$ cat src/rtl/rsu_pkg.sv
package rsu_pkg;
  typedef enum logic [1:0] {
    SRC_EXT     = 2'd0,
    SRC_TEST    = 2'd1,
    SRC_FORCED  = 2'd2,
    SRC_ENTROPY = 2'd3
  } seed_src_e;
endpackage

$ cat src/rtl/rsu_word_bank.sv
module rsu_word_bank #(
  parameter int NUM_WORDS = 12,
  parameter int WORD_W    = 32,
  parameter int IDX_W     = 4
) (
  input  logic                        clk_i,
  input  logic                        rst_ni,
  input  logic                        we_i,
  input  logic [IDX_W-1:0]            idx_i,
  input  logic [WORD_W-1:0]           data_i,
  output logic [NUM_WORDS*WORD_W-1:0] words_o
);
  for (genvar g = 0; g < NUM_WORDS; g++) begin : g_word
    always_ff @(posedge clk_i or negedge rst_ni) begin
      if (!rst_ni)                                 words_o[g*WORD_W +: WORD_W] <= '0;
      else if (we_i && idx_i == IDX_W'(g))         words_o[g*WORD_W +: WORD_W] <= data_i;
    end
  end

  p_idx_range_r2: assert property (@(posedge clk_i) disable iff (!rst_ni)
    (we_i && idx_i >= IDX_W'(NUM_WORDS)) |=> $stable(words_o));
endmodule

$ cat src/rtl/rsu_test_shift.sv
module rsu_test_shift #(
  parameter int TEST_W = 128
) (
  input  logic              clk_i,
  input  logic              rst_ni,
  input  logic              acc_i,
  input  logic              bit_i,
  output logic [TEST_W-1:0] seed_nxt_o
);
  logic [TEST_W-1:0] ts_q;

  assign seed_nxt_o = acc_i ? {ts_q[TEST_W-2:0], bit_i} : ts_q;

  always_ff @(posedge clk_i or negedge rst_ni) begin
    if (!rst_ni)    ts_q <= '0;
    else if (acc_i) ts_q <= {ts_q[TEST_W-2:0], bit_i};
  end

  p_shift_in_r5: assert property (@(posedge clk_i) disable iff (!rst_ni)
    acc_i |=> (ts_q[0] == $past(bit_i)) && (ts_q[TEST_W-1:1] == $past(ts_q[TEST_W-2:0])));
  p_hold_r6: assert property (@(posedge clk_i) disable iff (!rst_ni)
    !acc_i |=> $stable(ts_q));
endmodule

$ cat src/rtl/rsu_seed_src.sv
module rsu_seed_src
  import rsu_pkg::*;
#(
  parameter int HALF_W  = 384,
  parameter int TEST_W  = 128,
  parameter int FORCE_W = 64
) (
  input  logic               clk_i,
  input  logic               rst_ni,
  input  logic               fire_i,
  input  logic               ext_sel_i,
  input  logic               test_mode_i,
  input  logic [FORCE_W-1:0] forced_val_i,
  input  logic [HALF_W-1:0]  ext_words_i,
  input  logic [TEST_W-1:0]  test_seed_i,
  input  logic [HALF_W-1:0]  entropy_i,
  output seed_src_e          src_o,
  output logic [HALF_W-1:0]  half_o
);
  logic [FORCE_W-1:0] cnt_q, cnt_nxt;

  always_comb begin
    if (ext_sel_i)                 src_o = SRC_EXT;
    else if (test_mode_i)          src_o = SRC_TEST;
    else if (forced_val_i != '0)   src_o = SRC_FORCED;
    else                           src_o = SRC_ENTROPY;
  end

  assign cnt_nxt = cnt_q + FORCE_W'(1);

  always_comb begin
    unique case (src_o)
      SRC_EXT:    half_o = ext_words_i;
      SRC_TEST:   half_o = HALF_W'(test_seed_i);
      SRC_FORCED: half_o = HALF_W'({forced_val_i, cnt_nxt});
      default:    half_o = entropy_i;
    endcase
  end

  always_ff @(posedge clk_i or negedge rst_ni) begin
    if (!rst_ni)                             cnt_q <= '0;
    else if (fire_i && src_o == SRC_FORCED)  cnt_q <= cnt_nxt;
  end

  p_cnt_step_r8: assert property (@(posedge clk_i) disable iff (!rst_ni)
    (fire_i && src_o == SRC_FORCED) |=> cnt_q == $past(cnt_q) + FORCE_W'(1));
  p_cnt_hold_r8: assert property (@(posedge clk_i) disable iff (!rst_ni)
    !(fire_i && src_o == SRC_FORCED) |=> $stable(cnt_q));
endmodule

$ cat src/rtl/rsu_budget.sv
module rsu_budget #(
  parameter int BUDGET_W = 48
) (
  input  logic              clk_i,
  input  logic              rst_ni,
  input  logic              reseed_i,
  input  logic              regen_i,
  output logic [BUDGET_W:0] budget_o,
  output logic              empty_o
);
  localparam logic [BUDGET_W:0] FULL = {1'b1, {BUDGET_W{1'b0}}};

  assign empty_o = (budget_o == '0);

  always_ff @(posedge clk_i or negedge rst_ni) begin
    if (!rst_ni)       budget_o <= '0;
    else if (reseed_i) budget_o <= regen_i ? FULL - 1'b1 : FULL;
    else if (regen_i)  budget_o <= budget_o - 1'b1;
  end

  p_budget_bound_r10: assert property (@(posedge clk_i) disable iff (!rst_ni)
    budget_o <= FULL);
  p_budget_decr_r10: assert property (@(posedge clk_i) disable iff (!rst_ni)
    (regen_i && !reseed_i) |=> budget_o == $past(budget_o) - 1'b1);
endmodule

$ cat src/rtl/reseed_src_unit.sv
module reseed_src_unit
  import rsu_pkg::*;
#(
  parameter int NUM_WORDS = 12,
  parameter int WORD_W    = 32,
  parameter int TEST_W    = 128,
  parameter int FORCE_W   = 64,
  parameter int BUDGET_W  = 48,
  localparam int HALF_W   = NUM_WORDS * WORD_W,
  localparam int IDX_W    = $clog2(NUM_WORDS)
) (
  input  logic                clk_i,
  input  logic                rst_ni,
  input  logic                wr_en_i,
  input  logic                wr_pers_i,
  input  logic [IDX_W-1:0]    wr_idx_i,
  input  logic [WORD_W-1:0]   wr_data_i,
  input  logic                ext_sel_i,
  input  logic                test_mode_i,
  input  logic                pers_dis_i,
  input  logic                trss_en_i,
  input  logic                osc_en_i,
  input  logic                soft_rst_i,
  input  logic [FORCE_W-1:0]  forced_val_i,
  input  logic [HALF_W-1:0]   entropy_i,
  input  logic                reseed_req_i,
  input  logic                gen_req_i,
  input  logic                test_bit_we_i,
  input  logic                test_bit_i,
  output logic [2*HALF_W-1:0] seed_o,
  output logic                seed_load_o,
  output logic                regen_o,
  output logic [BUDGET_W:0]   budget_o
);
  logic [HALF_W-1:0] ext_words, pers_words, half;
  logic [TEST_W-1:0] test_nxt;
  logic              tb_acc, regen, fire, empty;
  seed_src_e         src;

  assign tb_acc = test_bit_we_i && test_mode_i && trss_en_i && osc_en_i && !soft_rst_i;
  assign regen  = !soft_rst_i && (gen_req_i || tb_acc);
  // an exhausted budget forces a reseed ahead of the generation
  assign fire   = !soft_rst_i && (reseed_req_i || tb_acc || (gen_req_i && empty));

  rsu_word_bank #(.NUM_WORDS(NUM_WORDS), .WORD_W(WORD_W), .IDX_W(IDX_W)) u_ext_bank (
    .clk_i, .rst_ni, .we_i(wr_en_i && !wr_pers_i), .idx_i(wr_idx_i),
    .data_i(wr_data_i), .words_o(ext_words));

  rsu_word_bank #(.NUM_WORDS(NUM_WORDS), .WORD_W(WORD_W), .IDX_W(IDX_W)) u_pers_bank (
    .clk_i, .rst_ni, .we_i(wr_en_i && wr_pers_i), .idx_i(wr_idx_i),
    .data_i(wr_data_i), .words_o(pers_words));

  rsu_test_shift #(.TEST_W(TEST_W)) u_test_shift (
    .clk_i, .rst_ni, .acc_i(tb_acc), .bit_i(test_bit_i), .seed_nxt_o(test_nxt));

  rsu_seed_src #(.HALF_W(HALF_W), .TEST_W(TEST_W), .FORCE_W(FORCE_W)) u_seed_src (
    .clk_i, .rst_ni, .fire_i(fire), .ext_sel_i, .test_mode_i, .forced_val_i,
    .ext_words_i(ext_words), .test_seed_i(test_nxt), .entropy_i,
    .src_o(src), .half_o(half));

  rsu_budget #(.BUDGET_W(BUDGET_W)) u_budget (
    .clk_i, .rst_ni, .reseed_i(fire), .regen_i(regen),
    .budget_o, .empty_o(empty));

  always_ff @(posedge clk_i or negedge rst_ni) begin
    if (!rst_ni) begin
      seed_o      <= '0;
      seed_load_o <= 1'b0;
      regen_o     <= 1'b0;
    end else begin
      seed_load_o <= fire;
      regen_o     <= regen;
      if (fire) seed_o <= {half, pers_dis_i ? {HALF_W{1'b0}} : pers_words};
    end
  end

  p_load_after_req_r11: assert property (@(posedge clk_i) disable iff (!rst_ni)
    (reseed_req_i && !soft_rst_i) |=> seed_load_o);
  p_quiet_in_rst_r11: assert property (@(posedge clk_i) disable iff (!rst_ni)
    soft_rst_i |=> !seed_load_o && !regen_o);
  p_pers_zero_r3: assert property (@(posedge clk_i) disable iff (!rst_ni)
    (fire && pers_dis_i) |=> seed_o[HALF_W-1:0] == '0);
  p_narrow_upper_r5: assert property (@(posedge clk_i) disable iff (!rst_ni)
    (fire && !ext_sel_i && test_mode_i) |=> seed_o[2*HALF_W-1:HALF_W+TEST_W] == '0);
  p_testbit_both_r7: assert property (@(posedge clk_i) disable iff (!rst_ni)
    tb_acc |=> seed_load_o && regen_o);
  p_ext_prio_r4: assert property (@(posedge clk_i) disable iff (!rst_ni)
    (fire && ext_sel_i) |=> seed_o[2*HALF_W-1:HALF_W] == $past(ext_words));
endmodule

$ cat config.mk
export PLATFORM = sky130hd
export DESIGN_NAME = reseed_src_unit
export DESIGN_NICKNAME = d
export VERILOG_FILES = /design/src/rtl/rsu_pkg.sv /design/src/rtl/rsu_word_bank.sv /design/src/rtl/rsu_test_shift.sv /design/src/rtl/rsu_seed_src.sv /design/src/rtl/rsu_budget.sv /design/src/rtl/reseed_src_unit.sv
export SDC_FILE = /design/constraint.sdc
export NUM_CORES = 2
export LEC_CHECK = 0
export BUFFER_PORTS_ARGS = -buffer_cell sky130_fd_sc_hd__buf_2
export CAP_MARGIN = 20
export CELL_PAD_IN_SITES_DETAIL_PLACEMENT = 0
export CELL_PAD_IN_SITES_GLOBAL_PLACEMENT = 1
export CORE_AREA = 2 2 507 509
export CTS_CLUSTER_SIZE = 25
export DETAILED_ROUTE_END_ITERATION = 16
export DIE_AREA = 0 0 509 511
export GPL_TIMING_DRIVEN = 0
export HOLD_SLACK_MARGIN = 0.05
export PLACE_DENSITY_LB_ADDON = 0.12
export SLEW_MARGIN = 20
export SYNTH_ARGS = -nofsm -noshare
export SYNTH_HDL_FRONTEND = slang
export SYNTH_SLANG_ARGS = --single-unit
$ cat constraint.sdc
create_clock -name clk_i -period 3.84 [get_ports clk_i]
set_clock_uncertainty 0.15 [all_clocks]
set_input_delay 0.384 -clock clk_i [delete_from_list [all_inputs] [get_ports clk_i]]
set_output_delay 0.384 -clock clk_i [all_outputs]
set_load 0.03 [all_outputs]
# Word level (Yosys, flattened, before mapping)
# Index checks and enable logic that the tools add are counted.
[op_classes]
add_sub_neg = 2
eq_ne = 13
mux = 9
n_reduce_logical = 44
[ops]
columns = ["operator", "count"]
rows = [
  ["$pmux W384 S3", 1],
  ["$mux W384", 1],
  ["$mux W49", 3],
  ["$mux W128", 1],
  ["$add A64 B1 Y64 const B", 1],
  ["$reduce_bool A64 Y1", 1],
  ["$logic_not A49 Y1", 1],
  ["$sub A49 B1 Y49 const B", 1],
  ["$logic_and A1 B1 Y1", 34],
  ["$eq A4 B3 Y1 const B", 4],
  ["$eq A4 B4 Y1 const B", 4],
  ["$eq A4 B2 Y1 const B", 2],
  ["$eq A4 B1 Y1 const B", 1],
  ["$logic_not A4 Y1", 1],
  ["$mux W2", 2],
  ["$logic_or A1 B1 Y1", 3],
  ["$eq A2 B1 Y1 const B", 1],
  ["$eq A2 B2 Y1 const B", 1],
  ["$logic_not A1 Y1", 2],
  ["$logic_not A2 Y1", 1],
  ["$reduce_bool A2 Y1", 1],
  ["$mux W1", 1],
]
[word_totals]
regBits = 1779
in_bits = 498
out_inout_bits = 819
wordCells = 98

# Longest topological paths before layout
[logic_depth]
word_depth = 8
ltp_mapped = 12
depth_no_buf = 9

# Modules after synthesis
# From an unflattened synthesis, not the netlist that was laid out.
[unflattened]
cells_unflattened = 5652
area_unflattened_um2 = 77302.9
[by_module_without_submodules]
columns = ["mod", "n_inst", "cells_per_inst", "area_per_inst_um2"]
rows = [
  ["reseed_src_unit", 1, 2058, 31242.5],
  ["rsu_word_bank", 2, 858, 14372.5],
  ["rsu_seed_src", 1, 1257, 9407.8],
  ["rsu_test_shift", 1, 270, 4822.1],
  ["rsu_budget", 1, 351, 3085.5],
]

# Least setup slack after synthesis
# No wires, ideal clock.
[synth_timing]
path_type = "reg2reg"
from = "register u_budget.budget_o[40]"
to = "register u_seed_src.cnt_q[35]"
setup_time_ns = 0.124
t_arrival_ns = 2.943
setup_slack_ns = 0.623
stages_incl_launch_ff = 9
path_buffers = 1
synth_period_minus_slack_ns = 3.217
path_cell_list = "dfrtp_1 -> or3_1 -> or4_4 -> or4_4 -> o21a_1 -> buf_6 -> nor4_1 -> nand3_1 -> xnor2_1"
[synth_between]
elab_chain_len = 5
[synth_lines]
columns = ["element", "line", "text"]
rows = [
  ["start, declared", "rsu_budget.sv:8", "output logic [BUDGET_W:0] budget_o,"],
  ["start signal, assigned", "rsu_budget.sv:17", "else if (reseed_i) budget_o <= regen_i ? FULL - 1'b1 : FULL;"],
  ["start signal, assigned", "rsu_budget.sv:18", "else if (regen_i) budget_o <= budget_o - 1'b1;"],
  ["$logic_not A49 Y1", "rsu_budget.sv:13", "assign empty_o = (budget_o == '0);"],
  ["$logic_and A1 B1 Y1", "reseed_src_unit.sv:43", "assign fire = !soft_rst_i && (reseed_req_i || tb_acc || (gen_req_i && empty));"],
  ["$logic_or A1 B1 Y1", "reseed_src_unit.sv:43", ""],
  ["$logic_and A1 B1 Y1", "reseed_src_unit.sv:43", ""],
  ["$logic_and A1 B1 Y1", "rsu_seed_src.sv:42", "else if (fire_i && src_o == SRC_FORCED) cnt_q <= cnt_nxt;"],
  ["end signal, assigned", "rsu_seed_src.sv:42", ""],
  ["end, declared", "rsu_seed_src.sv:20", "logic [FORCE_W-1:0] cnt_q, cnt_nxt;"],
]
# Every way passes these cells.
# A chain may end at the register's enable or synchronous reset.

# Worst setup path in the final report
[layout_timing]
from = "input soft_rst_i"
to = "register seed_o[392]"
[layout_lines]
columns = ["element", "line", "text"]
rows = [
  ["start, declared", "reseed_src_unit.sv:23", "input logic soft_rst_i,"],
  ["$logic_not A1 Y1", "reseed_src_unit.sv:40", "assign tb_acc = test_bit_we_i && test_mode_i && trss_en_i && osc_en_i && !soft_rst_i;"],
  ["$logic_and A1 B1 Y1", "reseed_src_unit.sv:40", ""],
  ["$mux W128", "-", ""],
  ["named net test_nxt[8]", "reseed_src_unit.sv:36", "logic [TEST_W-1:0] test_nxt;"],
  ["$pmux W384 S3", "rsu_seed_src.sv:32", "unique case (src_o)"],
  ["end signal, assigned", "reseed_src_unit.sv:73", "if (fire) seed_o <= {half, pers_dis_i ? {HALF_W{1'b0}} : pers_words};"],
  ["end, declared", "reseed_src_unit.sv:30", "output logic [2*HALF_W-1:0] seed_o,"],
]
# The timed path passes the listed nets, and every way through them passes these cells.

==> results.sh <==
export IMPL_status="completed"
export IMPL_setup_violations=0
export IMPL_yosys_warnings=0
export IMPL_synth_cell_types=71
export IMPL_grt_pass1_wl_um=537000
export IMPL_clock_sinks=1779
export IMPL_min_period_ps=3780
export IMPL_antenna_left=0
export IMPL_yosys_area_share_adder_pct=0.0498
export IMPL_crit_type="input port to flop"
export IMPL_ys_ff_latch=1779
export IMPL_p_sw_share_pct=32.4
export IMPL_wl_um=397000
export IMPL_cts_clk_slew_worst_paths_ps=60
export IMPL_ctsRootBufferMaster="clkbuf_16"
export IMPL_seq_power_share_pct=42.8
export IMPL_syn_inst=6659
export IMPL_grt_remaining_overflow=0
export IMPL_yosys_area_top_type="dfrtp_1"
export IMPL_track_usage_pct=29.8
export IMPL_r2r_start="u_budget.budget_o[40]"
export IMPL_dp_cells=11428
export IMPL_path_max_fanout=10
export IMPL_worst_slack_ps=57.7
export IMPL_p_per_area_nw_per_um2=546
export IMPL_antenna_found_initial=133
export IMPL_place_ws_ps=-1720
export IMPL_rows=186
export IMPL_clockBufferDepth=3
export IMPL_synthXorXnorAreaFrac_pct=1.48
export IMPL_grt_setup_unrepaired="yes"
export IMPL_drc=0
export IMPL_syn_to_final_growth_pct=33.7
export IMPL_die_h_um=511
export IMPL_synthesis_area_um2=75400
export IMPL_startpoint_type="input port"
export IMPL_synth_compound_area_share_pct=6.68
export IMPL_fmax_ghz=0.264
export IMPL_endpoint_kind="flop"
export IMPL_reg2reg_depth=11
export IMPL_intPower_w=0.0372
export IMPL_numPortBuffers=1313
export IMPL_core_area_um2=255000
export IMPL_min_period_over_period_pct=98.5
export IMPL_ys_seq_area_share_pct=59.1
export IMPL_synth_top_flop_cell="dfrtp_1"
export IMPL_cts_htree_levels=4
export IMPL_synth_top_family_by_area="simple AND/OR/NAND/NOR gates"
export IMPL_synth_area_mux_share_pct=13.4
export IMPL_num_vias=63652
export IMPL_cts_made_buffers=207
export IMPL_clkLatencyLatePin_ps=870
export IMPL_grt_max_degree=129
export IMPL_hold_path_class="input port to asynchronous set/reset pin"
export IMPL_drive_gt1_share_pct=32.5
export IMPL_final_common_cell="dfrtp_1"
export IMPL_via_per_inst=5.15
export IMPL_vdd_drop_max_mv=0.442
export IMPL_async_reset_ff_share_pct=100
export IMPL_worst_pin_slew_ps=1190
export IMPL_hold_viol=0
export IMPL_syn_area_per_cell_um2=11.3
export IMPL_die_x_um=509
export IMPL_synth_top_area_share_pct=59.1
export IMPL_synth_simple_area_share_pct=16.2
export IMPL_synth_edf_count=0
export IMPL_cp_arrival_ps=4430
export IMPL_drt_iter0_drc=4731
export IMPL_place_detailed_hpwl_um=306000
export IMPL_p_leak_nw=48.4
export IMPL_dr_pass1_iters=6
export IMPL_r2r_end="seed_o[36]"
export IMPL_final_cells=12362
export IMPL_cap_violations=0
export IMPL_routabilityCongestion=0.888
export IMPL_initial_core_util_pct=29.5
export IMPL_reg2reg_slack_ps=60
export IMPL_clkPwrFrac_pct=37.6
export IMPL_layout_common_cells="1779 x dfrtp_1, 1355 x buf_2, 1047 x nand2_1"
export IMPL_syn_nets=7160
export IMPL_cts_tree="built"
export IMPL_p_comb_share_pct=19.7
export IMPL_layout_nets=9250
export IMPL_num_io_pins=1317
export IMPL_die_area_um2=260000
export IMPL_relSlewSlack_pct=20.4
export IMPL_grt_pass1_vias=63627
export IMPL_synth_area_top_cells="dfrtp_1 59%, mux2_2 13%, nand2_1 5.2%, nor2_1 4.3%, nand3b_1 3.8%"
export IMPL_worstPathRequired_ps=4490
export IMPL_p_sw_w=0.0178
export IMPL_wire_per_inst_um=32.1
export IMPL_maxSlewViolCount=0
==> stage by stage <==
stage	TNS, ps	total power [W]	utilization (%)	cell area [µm²]	hold WS, ps
6_report	0	0.0550	39.5	101000	68.8
5_1_grt	-58.2	0.0571	39.4	101000	118
4_1_cts	-434	0.0555	39.3	100000	53.0
3_5_place_dp	-879070	0.0342	34.4	87900	289
3_3_place_gp	-	0.0339	33.7	86200	298
2_1_floorplan	0	0.0288	-	75400	-61.6
==> cell usage after synthesis (all sizes together), types with 5 or more instances <==
| cell type | count |
|---|---|
| or3 | 89 |
| a22oi | 9 |
| o221ai | 11 |
| a22o | 17 |
| a211oi | 11 |
| a31oi | 7 |
| nor3 | 57 |
| nand3b | 384 |
| or4 | 13 |
| and3 | 7 |
| buf | 161 |
| nor4 | 57 |
| a221oi | 273 |
| clkbuf | 379 |
| nand4 | 37 |
| o21ai | 93 |
| nand2 | 1048 |
| a41oi | 64 |
| nor2b | 5 |
| inv | 17 |
| nor2 | 865 |
| o41ai | 5 |
| a222oi | 5 |
| xnor2 | 72 |
| o31ai | 21 |
| and4 | 5 |
| a21oi | 71 |
| nand3 | 53 |
| mux2 | 896 |
| o21a | 5 |
| dfrtp | 1779 |
| xor2 | 55 |
| o22ai | 9 |
| a311oi | 30 |
==> critical path, stage by stage <==
cell,delay [ps]
clkbuf_1,450
and4b_1,330
nand2_1,200
clkbuf_1,680
clkbuf_1,830
mux2_2,330
nor2_1,50
o31ai_1,760
o21ai_0,210
o21ai_0,190
==> metal layers <==
| layer | part of all wire (%) | routed length [µm] | vias up | track usage (%) |
|---|---|---|---|---|
| met3 | 6.9 | 27300 | 673 | 6.42 |
| met2 | 46 | 184000 | 2471 | 48.3 |
| met5 | 0.13 | 527 | - | 0 |
| met1 | 41 | 163000 | 32922 | 37.9 |
| met4 | 5.6 | 22300 | 82 | 13.4 |
| li1 | - | - | 27504 | - |
==> repair_timing <==
action / CTS / global route
hold buffers: 491 / 0
setup endpoints to repair: 868 / 517
gates resized for setup: 86 / 75
hold endpoints to repair: 1171 / 0
setup buffers: 4 / 1
pin swaps: 3 / 2
gates cloned: 0 / 1
==> final cells by class <==
class / count / area (µm²)
antenna: 58 / 145
multi-input combinational: 4324 / 28900
sequential: 1779 / 44500
timing repair buffer: 1882 / 13200
clock inverter: 54 / 781
inverter: 17 / 68.8
tap: 3384 / 4230
fill: 25670 / 155000
clock buffer: 326 / 6320
buffer: 538 / 2610
==> registers in the layout, indices dropped and copies added (netlist names) <==
register and count:
u_budget.budget_o 49, regen_o 1, u_seed_src.cnt_q 64, seed_o 768, seed_load_o 1, u_ext_bank.words_o 384
u_test_shift.ts_q 128, u_pers_bank.words_o 384
==> cell families (layout without fill, tap and decap cells) <==
| logic type | after synthesis | in the layout |
|---|---|---|
| AO/OA/AOI/OAI | 652 | 652 |
| other | 0 | 58 |
| buffers and inverters | 557 | 2817 |
| XOR/XNOR | 127 | 127 |
| flip-flops | 1779 | 1779 |
| AND/OR/NAND/NOR | 2644 | 2645 |
| adder cells (fa/ha/maj) | 3 | 3 |
| multiplexers | 897 | 897 |
==> how the worst max path moves through the flow <==
stage                     cells past startpoint                    end  slack [ps]             startpoint
after floorplan                               8   u_seed_src.cnt_q[35]         620  u_budget.budget_o[40]
after global placement                        1            seed_o[588]      -40460                 rst_ni
after detailed placement                     10            seed_o[606]       -1720       forced_val_i[47]
after CTS                                     8  u_budget.budget_o[43]         -40  u_budget.budget_o[40]
after global routing                          9            seed_o[432]         -50    u_seed_src.cnt_q[5]
final                                        10            seed_o[392]          60             soft_rst_i
==> power by group through the flow <==
stage	clock (W)	sequential, W	combinational (W)
final	0.0207	0.0235	0.0108
after global routing	0.0218	0.0238	0.0114
after detailed placement	0	0.0238	0.0104
after CTS	0.0211	0.0235	0.0109
after global placement	0	0.0238	0.0101
after floorplan	0	0.0254	0.00344
(Power assumes the default switching activity.)
